===== src/rtl/sdram_mon_pkg.sv =====
// Shared types for the SDRAM command monitor: command codes,
// externally visible bank states and error bit positions.
package sdram_mon_pkg;

    localparam int NUM_BANKS = 4;
    localparam int ERR_W     = 7;

    // Error bit positions in the sticky vector
    localparam int ERR_MRS_BUSY = 0;
    localparam int ERR_MRS_GAP  = 1;
    localparam int ERR_REF_BUSY = 2;
    localparam int ERR_AP_RW    = 3;
    localparam int ERR_TRP      = 4;
    localparam int ERR_CLOSED   = 5;
    localparam int ERR_REOPEN   = 6;

    typedef enum logic [3:0] {
        CMD_DESEL  = 4'd0,
        CMD_NOP    = 4'd1,
        CMD_MRS    = 4'd2,
        CMD_AREF   = 4'd3,
        CMD_SREF   = 4'd4,
        CMD_PRE    = 4'd5,
        CMD_PREALL = 4'd6,
        CMD_ACT    = 4'd7,
        CMD_WR     = 4'd8,
        CMD_WRA    = 4'd9,
        CMD_RD     = 4'd10,
        CMD_RDA    = 4'd11,
        CMD_BST    = 4'd12,
        CMD_HOLD   = 4'd13
    } cmd_e;

    typedef enum logic [1:0] {
        BS_IDLE    = 2'd0,
        BS_OPEN    = 2'd1,
        BS_BURST   = 2'd2,
        BS_AUTOPRE = 2'd3
    } bank_vis_e;

    // True for any read or write flavour
    function automatic logic is_rw(cmd_e c);
        return (c == CMD_WR) || (c == CMD_WRA) || (c == CMD_RD) || (c == CMD_RDA);
    endfunction

    // True for commands that carry a bank address
    function automatic logic is_bank_cmd(cmd_e c);
        return is_rw(c) || (c == CMD_ACT) || (c == CMD_PRE);
    endfunction

endpackage


===== src/rtl/sdram_cmd_decode.sv =====
// Combinational command decoder.
// Turns the sampled pin levels into a command code and a bank mask.
// Assumes cke_prev is the cke level registered at the previous edge.
module sdram_cmd_decode
    import sdram_mon_pkg::*;
(
    input  logic                 cke_prev,
    input  logic                 cke,
    input  logic                 cs_n,
    input  logic                 ras_n,
    input  logic                 cas_n,
    input  logic                 we_n,
    input  logic [1:0]           ba,
    input  logic                 a10_ap,
    output cmd_e                 cmd,
    output logic [NUM_BANKS-1:0] sel
);

    logic [NUM_BANKS-1:0] one_bank;

    // Command from the strobe pattern, gated by the clock enable history
    always_comb begin
        cmd = CMD_NOP;
        if (!cke_prev) begin
            cmd = CMD_HOLD;
        end else if (cs_n) begin
            cmd = CMD_DESEL;
        end else begin
            case ({ras_n, cas_n, we_n})
                3'b000:  cmd = CMD_MRS;
                3'b001:  cmd = cke ? CMD_AREF : CMD_SREF;
                3'b010:  cmd = a10_ap ? CMD_PREALL : CMD_PRE;
                3'b011:  cmd = CMD_ACT;
                3'b100:  cmd = a10_ap ? CMD_WRA : CMD_WR;
                3'b101:  cmd = a10_ap ? CMD_RDA : CMD_RD;
                3'b110:  cmd = CMD_BST;
                default: cmd = CMD_NOP;
            endcase
        end
    end

    // Four-way bank decode; ba[0] high picks the upper pair
    always_comb begin
        case (ba)
            2'b00:   one_bank = 4'b0001;
            2'b10:   one_bank = 4'b0010;
            2'b01:   one_bank = 4'b0100;
            default: one_bank = 4'b1000;
        endcase
    end

    // Mask of banks touched by this command
    always_comb begin
        if (cmd == CMD_PREALL)
            sel = '1;
        else if (is_bank_cmd(cmd))
            sel = one_bank;
        else
            sel = '0;
    end

endmodule


===== src/rtl/sdram_bank_fsm.sv =====
// State tracker for one bank.
// Follows open, burst, auto-precharge and row-precharge recovery.
// Flags illegal activates and accesses aimed at this bank.
// Assumes hit is this bank's bit of the decoded bank mask.
module sdram_bank_fsm
    import sdram_mon_pkg::*;
#(
    parameter int BURST_LEN = 4,
    parameter int T_RP      = 3
) (
    input  logic       clk,
    input  logic       rst_n,
    input  cmd_e       cmd,
    input  logic       hit,
    input  logic       ap,
    output logic [1:0] vis,
    output logic       idle,
    output logic       ap_busy,
    output logic       v_reopen,
    output logic       v_trp,
    output logic       v_closed
);

    localparam int MAXC  = (BURST_LEN > T_RP) ? BURST_LEN : T_RP;
    localparam int CNT_W = $clog2(MAXC + 1);

    typedef enum logic [2:0] {S_IDLE, S_OPEN, S_BURST, S_APB, S_REC} st_e;

    st_e              st;
    logic [CNT_W-1:0] cnt;
    logic             do_act, do_rw, do_pre;

    assign do_act = hit && (cmd == CMD_ACT);
    assign do_rw  = hit && is_rw(cmd);
    assign do_pre = hit && ((cmd == CMD_PRE) || (cmd == CMD_PREALL));

    // Bank state and burst / recovery countdown
    always_ff @(posedge clk) begin
        if (!rst_n) begin
            st  <= S_IDLE;
            cnt <= '0;
        end else begin
            case (st)
                S_IDLE: begin
                    if (do_act) st <= S_OPEN;
                end
                S_OPEN: begin
                    if (do_rw) begin
                        st  <= ap ? S_APB : S_BURST;
                        cnt <= CNT_W'(BURST_LEN - 1);
                    end else if (do_pre) begin
                        st <= S_IDLE;
                    end
                end
                S_BURST: begin
                    if (do_pre) begin
                        st <= S_IDLE;
                    end else if (do_rw) begin
                        st  <= ap ? S_APB : S_BURST;
                        cnt <= CNT_W'(BURST_LEN - 1);
                    end else if (cmd == CMD_BST || cnt == '0) begin
                        st <= S_OPEN;
                    end else begin
                        cnt <= cnt - 1'b1;
                    end
                end
                S_APB: begin
                    if (cnt == '0) begin
                        st  <= S_REC;
                        cnt <= CNT_W'(T_RP - 1);
                    end else begin
                        cnt <= cnt - 1'b1;
                    end
                end
                S_REC: begin
                    if (cnt == '0) st <= do_act ? S_OPEN : S_IDLE;
                    else           cnt <= cnt - 1'b1;
                end
                default: st <= S_IDLE;
            endcase
        end
    end

    // Visible state encoding
    always_comb begin
        case (st)
            S_OPEN:        vis = BS_OPEN;
            S_BURST:       vis = BS_BURST;
            S_APB, S_REC:  vis = BS_AUTOPRE;
            default:       vis = BS_IDLE;
        endcase
    end

    assign idle     = (st == S_IDLE);
    assign ap_busy  = (st == S_APB) && (cnt != '0);
    assign v_reopen = do_act && ((st == S_OPEN) || (st == S_BURST) || (st == S_APB));
    assign v_trp    = do_act && (st == S_REC) && (cnt != '0);
    assign v_closed = do_rw && !((st == S_OPEN) || (st == S_BURST));


    idle_exit_chk: assert property (@(posedge clk) disable iff (!rst_n)
        ($past(st) == S_IDLE) |-> (st == S_IDLE || st == S_OPEN));


    ap_hold_chk: assert property (@(posedge clk) disable iff (!rst_n)
        (st == S_APB && cnt != '0) |=> (st == S_APB));

endmodule


===== src/rtl/sdram_rule_check.sv =====
// Rule checker: combines the bank flags with the decoded command.
// Runs the post-mode-set lockout and holds the sticky error vector.
// Assumes the bank flags describe the state before the current edge.
module sdram_rule_check
    import sdram_mon_pkg::*;
#(
    parameter int MRS_GAP = 2
) (
    input  logic             clk,
    input  logic             rst_n,
    input  logic             err_clr,
    input  cmd_e             cmd,
    input  logic             all_idle,
    input  logic             any_ap_busy,
    input  logic             any_reopen,
    input  logic             any_trp,
    input  logic             any_closed,
    output logic [ERR_W-1:0] err_vec
);

    localparam int LOCK_W = $clog2(MRS_GAP + 1);

    logic [LOCK_W-1:0] lock;
    logic [ERR_W-1:0]  err_q, err_new;
    logic              real_cmd;

    assign real_cmd = (cmd != CMD_NOP) && (cmd != CMD_DESEL) && (cmd != CMD_HOLD);

    // Violations detected at this edge
    always_comb begin
        err_new               = '0;
        err_new[ERR_MRS_BUSY] = (cmd == CMD_MRS) && !all_idle;
        err_new[ERR_MRS_GAP]  = (lock != '0) && real_cmd;
        err_new[ERR_REF_BUSY] = ((cmd == CMD_AREF) || (cmd == CMD_SREF)) && !all_idle;
        err_new[ERR_AP_RW]    = is_rw(cmd) && any_ap_busy;
        err_new[ERR_TRP]      = any_trp;
        err_new[ERR_CLOSED]   = any_closed;
        err_new[ERR_REOPEN]   = any_reopen;
    end

    // Quiet-window countdown started by every mode-register set
    always_ff @(posedge clk) begin
        if (!rst_n)                lock <= '0;
        else if (cmd == CMD_MRS)   lock <= LOCK_W'(MRS_GAP);
        else if (lock != '0)       lock <= lock - 1'b1;
    end

    // Sticky error bits; new errors win over a same-edge clear
    always_ff @(posedge clk) begin
        if (!rst_n) err_q <= '0;
        else        err_q <= (err_clr ? '0 : err_q) | err_new;
    end

    assign err_vec = err_q;


    sticky_chk: assert property (@(posedge clk) disable iff (!rst_n)
        !$past(err_clr) |-> ((err_q & $past(err_q)) == $past(err_q)));


    mrs_gap_chk: assert property (@(posedge clk) disable iff (!rst_n)
        (lock != '0 && real_cmd) |=> err_q[ERR_MRS_GAP]);

endmodule


===== src/rtl/sdram_dqm_pipe.sv =====
// Byte-mask latency pipes.
// The write mask follows dqm after one register.
// The read high-impedance mask runs through its own RD_LAT-stage shift chain.
module sdram_dqm_pipe #(
    parameter int DQM_W  = 2,
    parameter int RD_LAT = 2
) (
    input  logic             clk,
    input  logic             rst_n,
    input  logic [DQM_W-1:0] dqm,
    output logic [DQM_W-1:0] wr_mask,
    output logic [DQM_W-1:0] rd_hiz
);

    logic [DQM_W-1:0] wr_q;
    logic [DQM_W-1:0] rd_pipe [RD_LAT];

    // Same-cycle write mask register
    always_ff @(posedge clk) begin
        if (!rst_n) wr_q <= '0;
        else        wr_q <= dqm;
    end

    // Read-side delay chain
    always_ff @(posedge clk) begin
        if (!rst_n) begin
            for (int i = 0; i < RD_LAT; i++) rd_pipe[i] <= '0;
        end else begin
            rd_pipe[0] <= dqm;
            for (int i = 1; i < RD_LAT; i++) rd_pipe[i] <= rd_pipe[i-1];
        end
    end

    assign wr_mask = wr_q;
    assign rd_hiz  = rd_pipe[RD_LAT-1];

    generate
        if (RD_LAT > 1) begin : g_lat_chk

            rd_lag_chk: assert property (@(posedge clk) disable iff (!rst_n)
                rd_hiz == $past(wr_mask, RD_LAT - 1));
        end
    endgenerate

endmodule


===== src/rtl/sdram_cmd_monitor.sv =====
// Top of the SDRAM command sequencing monitor.
// Samples the command pins every rising edge and registers the decoded command and bank mask.
// Runs one state tracker per bank and flags rule violations.
// Assumes the pins are synchronous to clk.
module sdram_cmd_monitor
    import sdram_mon_pkg::*;
#(
    parameter int BURST_LEN = 4,
    parameter int T_RP      = 3,
    parameter int MRS_GAP   = 2,
    parameter int DQM_W     = 2,
    parameter int RD_LAT    = 2
) (
    input  logic                   clk,
    input  logic                   rst_n,
    input  logic                   err_clr,
    input  logic                   cke,
    input  logic                   cs_n,
    input  logic                   ras_n,
    input  logic                   cas_n,
    input  logic                   we_n,
    input  logic [1:0]             ba,
    input  logic                   a10_ap,
    input  logic [DQM_W-1:0]       dqm,
    output logic [3:0]             cmd_code,
    output logic [3:0]             bank_sel,
    output logic [2*NUM_BANKS-1:0] bank_state,
    output logic [ERR_W-1:0]       err_vec,
    output logic [DQM_W-1:0]       wr_mask,
    output logic [DQM_W-1:0]       rd_hiz
);

    logic                 cke_prev;
    cmd_e                 cmd, cmd_q;
    logic [NUM_BANKS-1:0] sel, sel_q;
    logic [NUM_BANKS-1:0] b_idle, b_apb, b_reopen, b_trp, b_closed;

    // Clock-enable history for the held-clock and self-refresh decode
    always_ff @(posedge clk) begin
        if (!rst_n) cke_prev <= 1'b1;
        else        cke_prev <= cke;
    end

    sdram_cmd_decode u_dec (
        .cke_prev (cke_prev),
        .cke      (cke),
        .cs_n     (cs_n),
        .ras_n    (ras_n),
        .cas_n    (cas_n),
        .we_n     (we_n),
        .ba       (ba),
        .a10_ap   (a10_ap),
        .cmd      (cmd),
        .sel      (sel)
    );

    // Registered copy of the decode for the outputs
    always_ff @(posedge clk) begin
        if (!rst_n) begin
            cmd_q <= CMD_DESEL;
            sel_q <= '0;
        end else begin
            cmd_q <= cmd;
            sel_q <= sel;
        end
    end

    assign cmd_code = cmd_q;
    assign bank_sel = sel_q;

    generate
        for (genvar b = 0; b < NUM_BANKS; b++) begin : g_bank
            sdram_bank_fsm #(
                .BURST_LEN (BURST_LEN),
                .T_RP      (T_RP)
            ) u_bank (
                .clk      (clk),
                .rst_n    (rst_n),
                .cmd      (cmd),
                .hit      (sel[b]),
                .ap       (a10_ap),
                .vis      (bank_state[2*b +: 2]),
                .idle     (b_idle[b]),
                .ap_busy  (b_apb[b]),
                .v_reopen (b_reopen[b]),
                .v_trp    (b_trp[b]),
                .v_closed (b_closed[b])
            );
        end
    endgenerate

    sdram_rule_check #(
        .MRS_GAP (MRS_GAP)
    ) u_rules (
        .clk         (clk),
        .rst_n       (rst_n),
        .err_clr     (err_clr),
        .cmd         (cmd),
        .all_idle    (&b_idle),
        .any_ap_busy (|b_apb),
        .any_reopen  (|b_reopen),
        .any_trp     (|b_trp),
        .any_closed  (|b_closed),
        .err_vec     (err_vec)
    );

    sdram_dqm_pipe #(
        .DQM_W  (DQM_W),
        .RD_LAT (RD_LAT)
    ) u_dqm (
        .clk     (clk),
        .rst_n   (rst_n),
        .dqm     (dqm),
        .wr_mask (wr_mask),
        .rd_hiz  (rd_hiz)
    );


    bank_sel_chk: assert property (@(posedge clk) disable iff (!rst_n)
        (cmd_q != CMD_PREALL) |-> $onehot0(sel_q));

endmodule


===== config.mk =====
export PLATFORM = sky130hd
export DESIGN_NAME = sdram_cmd_monitor
export DESIGN_NICKNAME = d
export VERILOG_FILES = /design/src/rtl/sdram_mon_pkg.sv /design/src/rtl/sdram_cmd_decode.sv /design/src/rtl/sdram_bank_fsm.sv /design/src/rtl/sdram_rule_check.sv /design/src/rtl/sdram_dqm_pipe.sv /design/src/rtl/sdram_cmd_monitor.sv
export SDC_FILE = /design/constraint.sdc
export NUM_CORES = 1
export LEC_CHECK = 0
export BUFFER_PORTS_ARGS = -buffer_cell sky130_fd_sc_hd__buf_2
export CAP_MARGIN = 20
export CORE_MARGIN = 2
export CORE_UTILIZATION = 55
export DETAILED_ROUTE_END_ITERATION = 7
export PLACE_DENSITY = 0.76
export SYNTH_ARGS = -nofsm -noshare
export SYNTH_HDL_FRONTEND = slang
export SYNTH_SLANG_ARGS = --single-unit

===== constraint.sdc =====
create_clock -name clk -period 2.3 [get_ports clk]
set_clock_uncertainty 0.15 [all_clocks]
set_input_delay 0.115 -clock clk [delete_from_list [all_inputs] [get_ports clk]]
set_output_delay 0.115 -clock clk [all_outputs]
set_load 0.02 [all_outputs]

==> metrics.log, run 1 <==
[metrics] result of the run: finished clean
[metrics] Root Buffer Master: clkbuf_8
[metrics] core region area: about 0.0059 mm²
[metrics] TritonCTS Buffers: 5
[metrics] TritonCTS clock tree: yes
[metrics] total number of H-tree levels: 2
[metrics] sum of negative setup slack: 0 ps
[metrics] Area contributors post-synth: dfxtp_1 (28%), nand2b_1 (5.1%), a21oi_1 (5.0%), o21ai_0 (4.1%), nor2_1 (4.0%)
[metrics] clk_lat worst skew: about 300 ps
[metrics] RSZ-0062 raised after global routing: false
[metrics] most frequent cell after synthesis: dfxtp_1
[metrics] worst path required time: ~2400 ps
[metrics] Synth-to-Final Area Change: 16.2%
[metrics] via count of the first global-routing pass: slightly above 3000
[metrics] Post-Synthesis Cells: approximately 440
[metrics] Die X-Extent: slightly above 80 µm
[metrics] Max Cap Viol: 0
[metrics] global-route congestion overflow total: 0
[metrics] Placement Cell Area: 0.00370 mm²
[metrics] die extent in y: approximately 82 µm
[metrics] initial standard-cell utilization of the core: a little under three fifths
[metrics] PD cells: between 400 and 500 mW/mm²
[metrics] post-synthesis area per instance: between 7 and 8 µm²
[metrics] beginning of the worst register-to-register path: cke_prev
[metrics] Cell Area, Synth: between 0.003 and 0.004 mm²
[metrics] number of primary I/O pins: 40
[metrics] overall fraction of global-route tracks in use: a little over a quarter
[metrics] kind of start point of the critical path: flop
[metrics] data arrival time of the critical path: between 2000 and 2500 ps
[metrics] number of library cell types mapped by synthesis: 76
[metrics] reg2reg path depth: 6
[metrics] Pre-antenna DRT Iters: 5
[metrics] Setup crit end kind: flop
[metrics] final critical-path required period: about 2200 ps
[metrics] count of pins over their slew limit: 0
[metrics] row cnt: 28
[metrics] area share of the leading cell type in the synthesized netlist: around 28%
[metrics] Peak Freq: between 400 and 500 MHz
[metrics] peak ir drop on the vdd network: approximately 0.27 mV
[metrics] Post-Place Setup Slack: 70.2 ps
[metrics] number of routed nets with antenna violations: 0
[metrics] count of final setup violators: 0
[metrics] First DRT Iteration DRCs: a little under 400
[metrics] total via count in the routed design: between 3000 and 4000
[metrics] number of enable-type register cells in the synthesized netlist: 0
[metrics] part of the cycle the worst path needs: 94.4%
[metrics] number of instances on the worst hold path: 3
[metrics] class of the most critical hold timing path: in -> reg
[metrics] largest net degree at the start of global routing: 31
[metrics] WL final: 9000 µm
[metrics] Hold Vio Cnt, Final: 0
[metrics] Relative slew margins: 65.3%
[metrics] vias per cell: 6.29
[metrics] Setup WS post-layout: 128 ps
[metrics] Synth Warn #: 0
[metrics] clock-pin slew of the registers on the worst-case setup and hold paths: roughly 80 ps
[metrics] fin nets: 511
[metrics] number of DRC violations after detailed routing: 0
[metrics] peak fanout along the critical path: 8
[metrics] top cells by instance count after synthesis: dfxtp_1 (46), nor2_1 (35), a21oi_1 (33), nand2_1 (31)
[metrics] DIE AREA: 0.00667 mm²
[metrics] final hold slack: slightly below 100 ps
[metrics] origin of the worst min-delay path: a10_ap
[metrics] post-synthesis net count: 459
[metrics] beginning of the critical path: cke_prev
[metrics] half-perimeter wire length after detailed placement: 6620 µm
[metrics] wire length of the first global-routing pass: around 14000 µm
[metrics] antenna violations before repair: 0
[metrics] most area-hungry cell type in the Yosys netlist: dfxtp_1
[metrics] number of buffer cells added on primary ports: 39
[metrics] transition time at the pin with the least slew margin: 520 ps
[metrics] CTS sink count: 46
[metrics] final non-filler cell area: around 0.0039 mm²
[metrics] Setup CP Type: reg -> reg
[metrics] reported leakage power: between 1.5 and 2 nW
[metrics] most frequently used flop master after synthesis: dfxtp_1
[metrics] last weighted congestion value of the routability-driven placer: 0.923
[metrics] register bit total from synthesis: 46
[metrics] layout cells sized above 1: around 20%
[metrics] maximum buffer depth of the clock tree: 2
[metrics] fraction of registers with async set/reset: 0%
[metrics] post-DR wirelength/cell: roughly 16 µm
[metrics] Inserted Diodes: 0
[metrics] final core area utilization: about 66%
[metrics] proportion of synthesized chip area in sequential cells: 27.7%
[metrics] count of filler cells inserted in the layout: about 500
[cells in the final DEF, fill, tap and decap left out, types with 6 or more instances in the layout]
master	count
dfxtp_1	45
buf_2	39
nor2_1	35
a21oi_1	33
nand2_1	31
o21ai_0	27
nand2b_1	27
buf_4	26
inv_1	22
nor3_1	14
nand3_1	13
nor2b_1	10
and2_1	9
a211oi_1	8
ha_1	8
o22ai_1	7
a31oi_1	6
[cell families after synthesis]
| group | after synthesis | share of synthesized area (%) |
|---|---|---|
| buf+inv | 48 | 6.26 |
| compound gates | 149 | 31.2 |
| simple gates | 180 | 29.8 |
| xor+xnor | 3 | 0.792 |
| fa+ha+maj | 8 | 3.02 |
| flops | 46 | 27.7 |
| mux | 4 | 1.21 |
[state kept, by name, summed over array words and instances (netlist names)]
register / count
bank_sel: 4
cke_prev: 1
cmd_code: 4
g_bank.u_bank.cnt: 12
g_bank.u_bank.st: 12
u_dqm.rd_pipe: 3
u_dqm.wr_mask: 1
u_rules.err_vec: 7
u_rules.lock: 2
[final cells by class]
class,count,area (µm²),area share [%]
Inverter,23,86.3,2.24
Multi-Input combinational cell,344,2200,57.0
Clock inverter,1,30.0,0.778
Sequential cell,46,922,23.9
Timing Repair Buffer,70,450,11.7
Tap cell,75,93.8,2.43
Clock buffer,7,76.3,1.98
[metal layers]
metal | GRT usage (%) | vias to the layer above | wire (µm)
met5 | 0 | - | 0
met4 | 7.67 | 0 | 158
met3 | 4.40 | 21 | 601
met2 | 45.7 | 193 | 4220
met1 | 36.3 | 1635 | 4020
li1 | - | 1709 | -
[final timing paths]
| kind | end | slack (ps) |
|---|---|---|
| max | g_bank[3].u_bank.st[0] | 130 |
| min | bank_sel[3] | 100 |
| max reg2reg | g_bank[3].u_bank.st[0] | 130 |
| min reg2reg | u_dqm.rd_pipe[0][3] | 310 |
[worst max-delay path, cell delays in order, from the launching register on]
cell and delay, ps:
dfxtp_2 390, or3b_4 420, nor2_1 170, o2111ai_1 270
a31oi_1 320, o311ai_0 170, a31oi_1 200
[where the power goes]
part           internal [mW]  switching [mW]
sequential             0.813         0.00769
clock                  0.326           0.271
combinational          0.114           0.192
[per-stage QoR]
stage / total power, mW / cells
after floorplan: 1.04 / 438
after global placement: 1.13 / 554
after detailed placement: 1.13 / 554
after CTS: 1.73 / 566
after global routing: 1.79 / 566
final: 1.72 / 566
[timing repair]
action	4_1_cts	5_1_grt
gates resized for setup	0	4
hold buffers	4	0
buffers inserted	0	0
endpoints found under the setup margin	0	8
hold endpoints to repair	4	0
Power figures use the tool's default switching activity.
==> inputs of run 2 (changes only) <==
CORE_ASPECT_RATIO = 0.5   (was default)
CORE_MARGIN = 1   (was 2)
==> metrics.log, run 2 (same netlist as run 1, synthesis figures left out) <==
[metrics] clk_lat worst skew: 300 ps (about the same)
[metrics] result of the run: finished, violations left (was finished clean)
[metrics] First DRT Iteration DRCs: 293 (was 395)
[metrics] overall fraction of global-route tracks in use: 29.2% (was 27.3%)
[metrics] antenna violations before repair: 0 (unchanged)
[metrics] RSZ-0062 raised after global routing: false (unchanged)
[metrics] count of final setup violators: 0 (unchanged)
[metrics] highest-count cells in the layout ignoring fill and taps: dfxtp_1 (45), buf_2 (39), nor2_1 (35), a21oi_1 (33), nand2_1 (31) (unchanged)
[metrics] Relative slew margins: 68.2% (was 65.3%)
[metrics] CTS sink count: 46 (unchanged)
[metrics] total via count in the routed design: 3598 (was 3558)
[metrics] Placement Cell Area: 0.00368 mm² (was 0.00370 mm²)
[metrics] total number of H-tree levels: 2 (unchanged)
[metrics] last weighted congestion value of the routability-driven placer: 1.05 (was 0.923)
[metrics] Peak Freq: 458 MHz (was 460 MHz)
[metrics] number of DRC violations after detailed routing: 4 (was 0)
[metrics] vias per cell: 6.40 (was 6.29)
[metrics] leading cell type in the layout, fill and taps excluded: dfxtp_1 (unchanged)
[metrics] WL final: 9270 µm (was 9000 µm)
[metrics] core region area: 0.00566 mm² (was 0.00589 mm²)
[metrics] initial standard-cell utilization of the core: 58.7% (was 56.4%)
[metrics] violated checks: design-rule violations
[metrics] via count of the first global-routing pass: 3069 (was 3094)
[metrics] part of the cycle the worst path needs: 95.0% (was 94.4%)
[metrics] post-route total power: 1.86 mW (was 1.72 mW)
[metrics] Setup CP Type: reg -> reg (unchanged)
[metrics] TritonCTS Buffers: 5 (unchanged)
[metrics] largest net degree at the start of global routing: 31 (unchanged)
[metrics] clock-pin slew of the registers on the worst-case setup and hold paths: 60 ps (was 80 ps)
[metrics] Setup crit end kind: flop (unchanged)
[metrics] number of buffer cells added on primary ports: 39 (unchanged)
[metrics] global-route congestion overflow total: 0 (unchanged)
[metrics] TritonCTS clock tree: yes (unchanged)
[metrics] Pre-antenna DRT Iters: 8 (was 5)
[metrics] peak fanout along the critical path: 7 (was 8)
[metrics] kind of start point of the critical path: flop (unchanged)
[metrics] Synth-to-Final Area Change: 17.2% (was 16.2%)
[metrics] number of primary I/O pins: 40 (unchanged)
[metrics] Die X-Extent: 112 µm (was 81.7 µm)
[metrics] PD cells: 478 mW/mm² (was 447 mW/mm²)
[metrics] worst path required time: 2350 ps (was 2370 ps)
[metrics] maximum buffer depth of the clock tree: 2 (unchanged)
[metrics] data arrival time of the critical path: 2240 ps (about the same)
[metrics] reported leakage power: 1.53 nW (was 1.52 nW)
[metrics] Inserted Diodes: 0 (unchanged)
[metrics] final non-filler cell area: 0.00389 mm² (was 0.00386 mm²)
[metrics] number of instances on the worst hold path: 3 (unchanged)
[metrics] DIE AREA: 0.00637 mm² (was 0.00667 mm²)
[metrics] fin nets: 509 (was 511)
[metrics] reg2reg path depth: 6 (unchanged)
[metrics] layout cells sized above 1: 20.4% (was 20.0%)
[metrics] final critical-path required period: 2190 ps (was 2170 ps)
[metrics] class of the most critical hold timing path: in -> reg (unchanged)
[metrics] Hold Vio Cnt, Final: 0 (unchanged)
[metrics] peak ir drop on the vdd network: 0.341 mV (was 0.269 mV)
[metrics] die extent in y: 56.9 µm (was 81.7 µm)
[metrics] final core area utilization: 68.8% (was 65.6%)
[metrics] number of routed nets with antenna violations: 0 (unchanged)
[metrics] wire length of the first global-routing pass: 14800 µm (was 14400 µm)
[metrics] Root Buffer Master: clkbuf_16 (was clkbuf_8)
[metrics] transition time at the pin with the least slew margin: 472 ps (was 520 ps)
[metrics] post-DR wirelength/cell: 16.5 µm (was 15.9 µm)
[metrics] half-perimeter wire length after detailed placement: 6890 µm (was 6620 µm)
[metrics] sum of negative setup slack: 0 ps (unchanged)
[metrics] row cnt: 19 (was 28)
[metrics] final hold slack: 58.9 ps (was 96.6 ps)
[metrics] Max Cap Viol: 0 (unchanged)
[metrics] count of pins over their slew limit: 0 (unchanged)
[run 2: changes by cell type in the layout (fill, tap and decap cells not counted), sizes merged]
cell | before | now
buf | 66 | 64
bufinv | 1 | 0
clkbuf | 7 | 5
clkinv | 1 | 3
clkinvlp | 0 | 1
[run 2: report_power, final]
part,total [mW],internal [mW],switching (mW)
Clock,0.730,0.403,0.327
Sequential,0.821,0.813,0.00734
Combinational,0.307,0.113,0.194
[run 2: layer usage]
layer	vias up	wire [µm]	global-route usage (%)	share of wire, %
met4	0	128	10.4	1.4
li1	1714	-	-	-
met3	16	1010	6.80	11
met1	1667	4090	41.0	44
met5	-	0	0	0
met2	201	4050	44.2	44
[run 2: area by class of cell]
| class | instances | area, µm² |
|---|---|---|
| multi-input combinational | 344 | 2210 |
| fill | 482 | 1770 |
| sequential | 46 | 922 |
| timing repair buffer | 68 | 435 |
| clock buffer | 5 | 125 |
| tap | 73 | 91.3 |
| inverter | 23 | 86.3 |
| clock inverter | 3 | 21.3 |
[run 2: stage by stage]
stage / std cells / setup WS (ps)
finish: 562 / 115
global route: 562 / 7.11
CTS: 562 / 13.2
detailed placement: 550 / 36.9
global placement: 550 / 74.6
floorplan: 438 / 303
[run 2: repair_timing]
item / 4_1_cts / 5_1_grt
endpoints found under the hold margin: 4 / 0
gates resized for setup: 0 / 6
setup endpoints to repair: 0 / 12
hold buffers: 4 / 0
setup buffers: 0 / 0
[run 2: worst paths after layout]
check	from	endpoint	slack (ps)
setup / recovery	cke_prev	g_bank[0].u_bank.st[0]	110
hold / removal	cs_n	cmd_code[2]	60
setup reg to reg	cke_prev	g_bank[0].u_bank.st[0]	110
hold reg to reg	u_rules.err_vec[0]	u_rules.err_vec[0]	320
[run 2: worst max-delay path, cell delays in order (launching register included)]
cell,delay (ps)
dfxtp_2,380
or3b_4,430
or2_4,270
a211oi_2,330
a31o_1,210
nand4_1,100
o31ai_2,230
==> inputs of run 3 (changes only) <==
ABC_AREA = 1   (was default)
==> metrics.log, run 3 <==
[metrics] fraction of registers with async set/reset: 0% (unchanged)
[metrics] origin of the worst min-delay path: cke (was cs_n)
[metrics] DIE AREA: 0.00618 mm² (was 0.00637 mm²)
[metrics] TritonCTS clock tree: yes (unchanged)
[metrics] number of primary I/O pins: 40 (unchanged)
[metrics] Die X-Extent: 110 µm (was 112 µm)
[metrics] Post-Synthesis Cells: 530 (was 438)
[metrics] result of the run: finished clean (was finished, violations left)
[metrics] Synth-to-Final Area Change: 18.1% (was 17.2%)
[metrics] Post-Place Setup Slack: 221 ps (was 36.9 ps)
[metrics] area share of the leading cell type in the synthesized netlist: 28.6% (was 27.7%)
[metrics] total number of H-tree levels: 2 (unchanged)
[metrics] die extent in y: 56.1 µm (was 56.9 µm)
[metrics] clock-pin slew of the registers on the worst-case setup and hold paths: 70 ps (was 60 ps)
[metrics] layout cells sized above 1: 21.1% (was 20.4%)
[metrics] post-synthesis area per instance: 6.07 µm² (was 7.58 µm²)
[metrics] Synth Warn #: 0 (unchanged)
[metrics] final non-filler cell area: 0.00380 mm² (was 0.00389 mm²)
[metrics] sum of negative setup slack: 0 ps (unchanged)
[metrics] part of the cycle the worst path needs: 87.9% (was 95.0%)
[metrics] WL final: 7720 µm (was 9270 µm)
[metrics] TritonCTS Buffers: 5 (unchanged)
[metrics] number of enable-type register cells in the synthesized netlist: 0 (unchanged)
[metrics] Cell Area, Synth: 0.00322 mm² (was 0.00332 mm²)
[metrics] number of DRC violations after detailed routing: 0 (was 4)
[metrics] class of the most critical hold timing path: in -> reg (unchanged)
[metrics] maximum buffer depth of the clock tree: 2 (unchanged)
[metrics] Setup WS post-layout: 277 ps (was 115 ps)
[metrics] Peak Freq: 494 MHz (was 458 MHz)
[metrics] beginning of the worst register-to-register path: g_bank[2].u_bank.st[1] (was cke_prev)
[metrics] peak fanout along the critical path: 6 (was 7)
[metrics] Placement Cell Area: 0.00353 mm² (was 0.00368 mm²)
[metrics] vias per cell: 5.02 (was 6.40)
[metrics] Setup crit end kind: flop (unchanged)
[metrics] number of routed nets with antenna violations: 0 (unchanged)
[metrics] largest net degree at the start of global routing: 26 (was 31)
[metrics] count of pins over their slew limit: 0 (unchanged)
[metrics] last weighted congestion value of the routability-driven placer: 0.926 (was 1.05)
[metrics] Pre-antenna DRT Iters: 5 (was 8)
[metrics] count of filler cells inserted in the layout: 513 (was 482)
[metrics] most area-hungry cell type in the Yosys netlist: dfxtp_1 (unchanged)
[metrics] transition time at the pin with the least slew margin: 889 ps (was 472 ps)
[metrics] final critical-path required period: 2020 ps (was 2190 ps)
[metrics] most frequent cell after synthesis: nand2_1 (was dfxtp_1)
[metrics] Inserted Diodes: 0 (unchanged)
[metrics] Hold Vio Cnt, Final: 0 (unchanged)
[metrics] fin nets: 603 (was 509)
[metrics] RSZ-0062 raised after global routing: false (unchanged)
[metrics] beginning of the critical path: g_bank[2].u_bank.st[1] (was cke_prev)
[metrics] First DRT Iteration DRCs: 205 (was 293)
[metrics] PD cells: 577 mW/mm² (was 478 mW/mm²)
[metrics] final core area utilization: 68.3% (was 68.8%)
[metrics] Relative slew margins: 40.6% (was 68.2%)
[metrics] antenna violations before repair: 0 (unchanged)
[metrics] data arrival time of the critical path: 2070 ps (was 2240 ps)
[metrics] Setup CP Type: reg -> reg (unchanged)
[metrics] leading cell type in the layout, fill and taps excluded: nand2_1 (was dfxtp_1)
[metrics] highest-count cells in the layout ignoring fill and taps: nand2_1 (139), nor2_1 (81), inv_1 (81), dfxtp_1 (46), buf_2 (38) (was dfxtp_1 (45), buf_2 (39), nor2_1 (35), a21oi_1 (33), nand2_1 (31))
[metrics] reported leakage power: 1.91 nW (was 1.53 nW)
[metrics] number of library cell types mapped by synthesis: 38 (was 76)
[metrics] register bit total from synthesis: 46 (unchanged)
[metrics] row cnt: 19 (unchanged)
[metrics] most frequently used flop master after synthesis: dfxtp_1 (unchanged)
[metrics] placed cell count: 644 (was 550)
[metrics] kind of start point of the critical path: flop (unchanged)
[metrics] CTS sink count: 46 (unchanged)
[metrics] Root Buffer Master: clkbuf_16 (unchanged)
[metrics] global-route congestion overflow total: 0 (unchanged)
[metrics] number of standard cells in the final layout excluding fillers: 655 (was 562)
[metrics] Max Cap Viol: 0 (unchanged)
[metrics] half-perimeter wire length after detailed placement: 5770 µm (was 6890 µm)
[metrics] via count of the first global-routing pass: 2802 (was 3069)
[metrics] post-synthesis net count: 551 (was 459)
[metrics] post-DR wirelength/cell: 11.8 µm (was 16.5 µm)
[metrics] number of buffer cells added on primary ports: 39 (unchanged)
[metrics] clk_lat worst skew: 290 ps (was 300 ps)
[metrics] core region area: 0.00556 mm² (was 0.00566 mm²)
[metrics] initial standard-cell utilization of the core: 57.8% (was 58.7%)
[metrics] Area contributors post-synth: dfxtp_1 (29%), nand2_1 (17%), nor2_1 (9.7%), inv_1 (9.6%), nand3_1 (5.1%) (was dfxtp_1 (28%), nand2b_1 (5.1%), a21oi_1 (5.0%), o21ai_0 (4.1%), nor2_1 (4.0%))
[metrics] overall fraction of global-route tracks in use: 26.8% (was 29.2%)
[metrics] post-route total power: 2.19 mW (was 1.86 mW)
[metrics] final hold slack: 17.2 ps (was 58.9 ps)
[metrics] peak ir drop on the vdd network: 0.422 mV (was 0.341 mV)
[metrics] top cells by instance count after synthesis: nand2_1 (144), nor2_1 (83), inv_1 (82), dfxtp_1 (46), nand3_1 (33) (was dfxtp_1 (46), nor2_1 (35), a21oi_1 (33), nand2_1 (31))
[metrics] total via count in the routed design: 3289 (was 3598)
[metrics] count of final setup violators: 0 (unchanged)
[metrics] wire length of the first global-routing pass: 12800 µm (was 14800 µm)
[metrics] worst path required time: 2340 ps (was 2350 ps)
[metrics] proportion of synthesized chip area in sequential cells: 28.6% (was 27.7%)
## run 3: final timing paths
| kind | end | slack [ps] | depth (start not counted) |
|---|---|---|---|
| hold reg to reg | u_dqm.rd_pipe[0][3] | 290 | 2 |
| setup / recovery | g_bank[2].u_bank.cnt[1] | 280 | 12 |
| hold / removal | cke_prev | 20 | 3 |
| setup reg to reg | g_bank[2].u_bank.cnt[1] | 280 | 12 |
## run 3: area by class of cell
cell class / count / area, µm² / share of cell area (%)
multi-input combinational: 382 / 1990 / 52.4
sequential: 46 / 921 / 24.2
inverter: 96 / 363 / 9.55
timing repair buffer: 51 / 298 / 7.84
clock buffer: 6 / 129 / 3.39
tap: 73 / 91.3 / 2.40
clock inverter: 1 / 7.51 / 0.198
## run 3: where the power goes
group          switching (mW)  leakage (nW)  internal, mW
sequential             0.0266         0.374         0.847
clock                   0.317        0.0629         0.398
combinational           0.411          1.48         0.193
total                   0.755          1.91          1.44
## run 3: logic make-up (layout without fill, tap and decap cells)
kind of cell	after synthesis	after routing	share of synthesized area, %
AND/OR/NAND/NOR	307	307	43.6
XOR/XNOR	4	4	1.09
flip-flops	46	46	28.6
AO/OA/AOI/OAI	63	63	11.3
buffers and inverters	102	154	12.2
adder cells (fa/ha/maj)	8	8	3.11
## run 3: metal layers
layer | vias up | share of wire (%) | track usage [%]
met5 | - | 0 | 0
li1 | 1752 | - | -
met4 | 0 | 0.86 | 7.71
met2 | 78 | 42 | 40.4
met3 | 8 | 5.9 | 5.97
met1 | 1451 | 51 | 38.2
## run 3: repair_timing
action	in CTS	in global routing
setup buffers	0	2
endpoints found under the hold margin	3	0
gates resized for setup	0	22
setup endpoints to repair	0	23
hold buffers	3	0
## run 3: worst max-delay path: stages, from the launching register on
cell,delay [ps]
dfxtp_1,350
nor2_1,160
inv_1,90
nor2_1,190
inv_1,100
nor2_1,210
inv_1,80
o21ai_0,80
inv_1,70
nor2_1,120
nand3_2,140
nor2_1,130
nor2_1,50
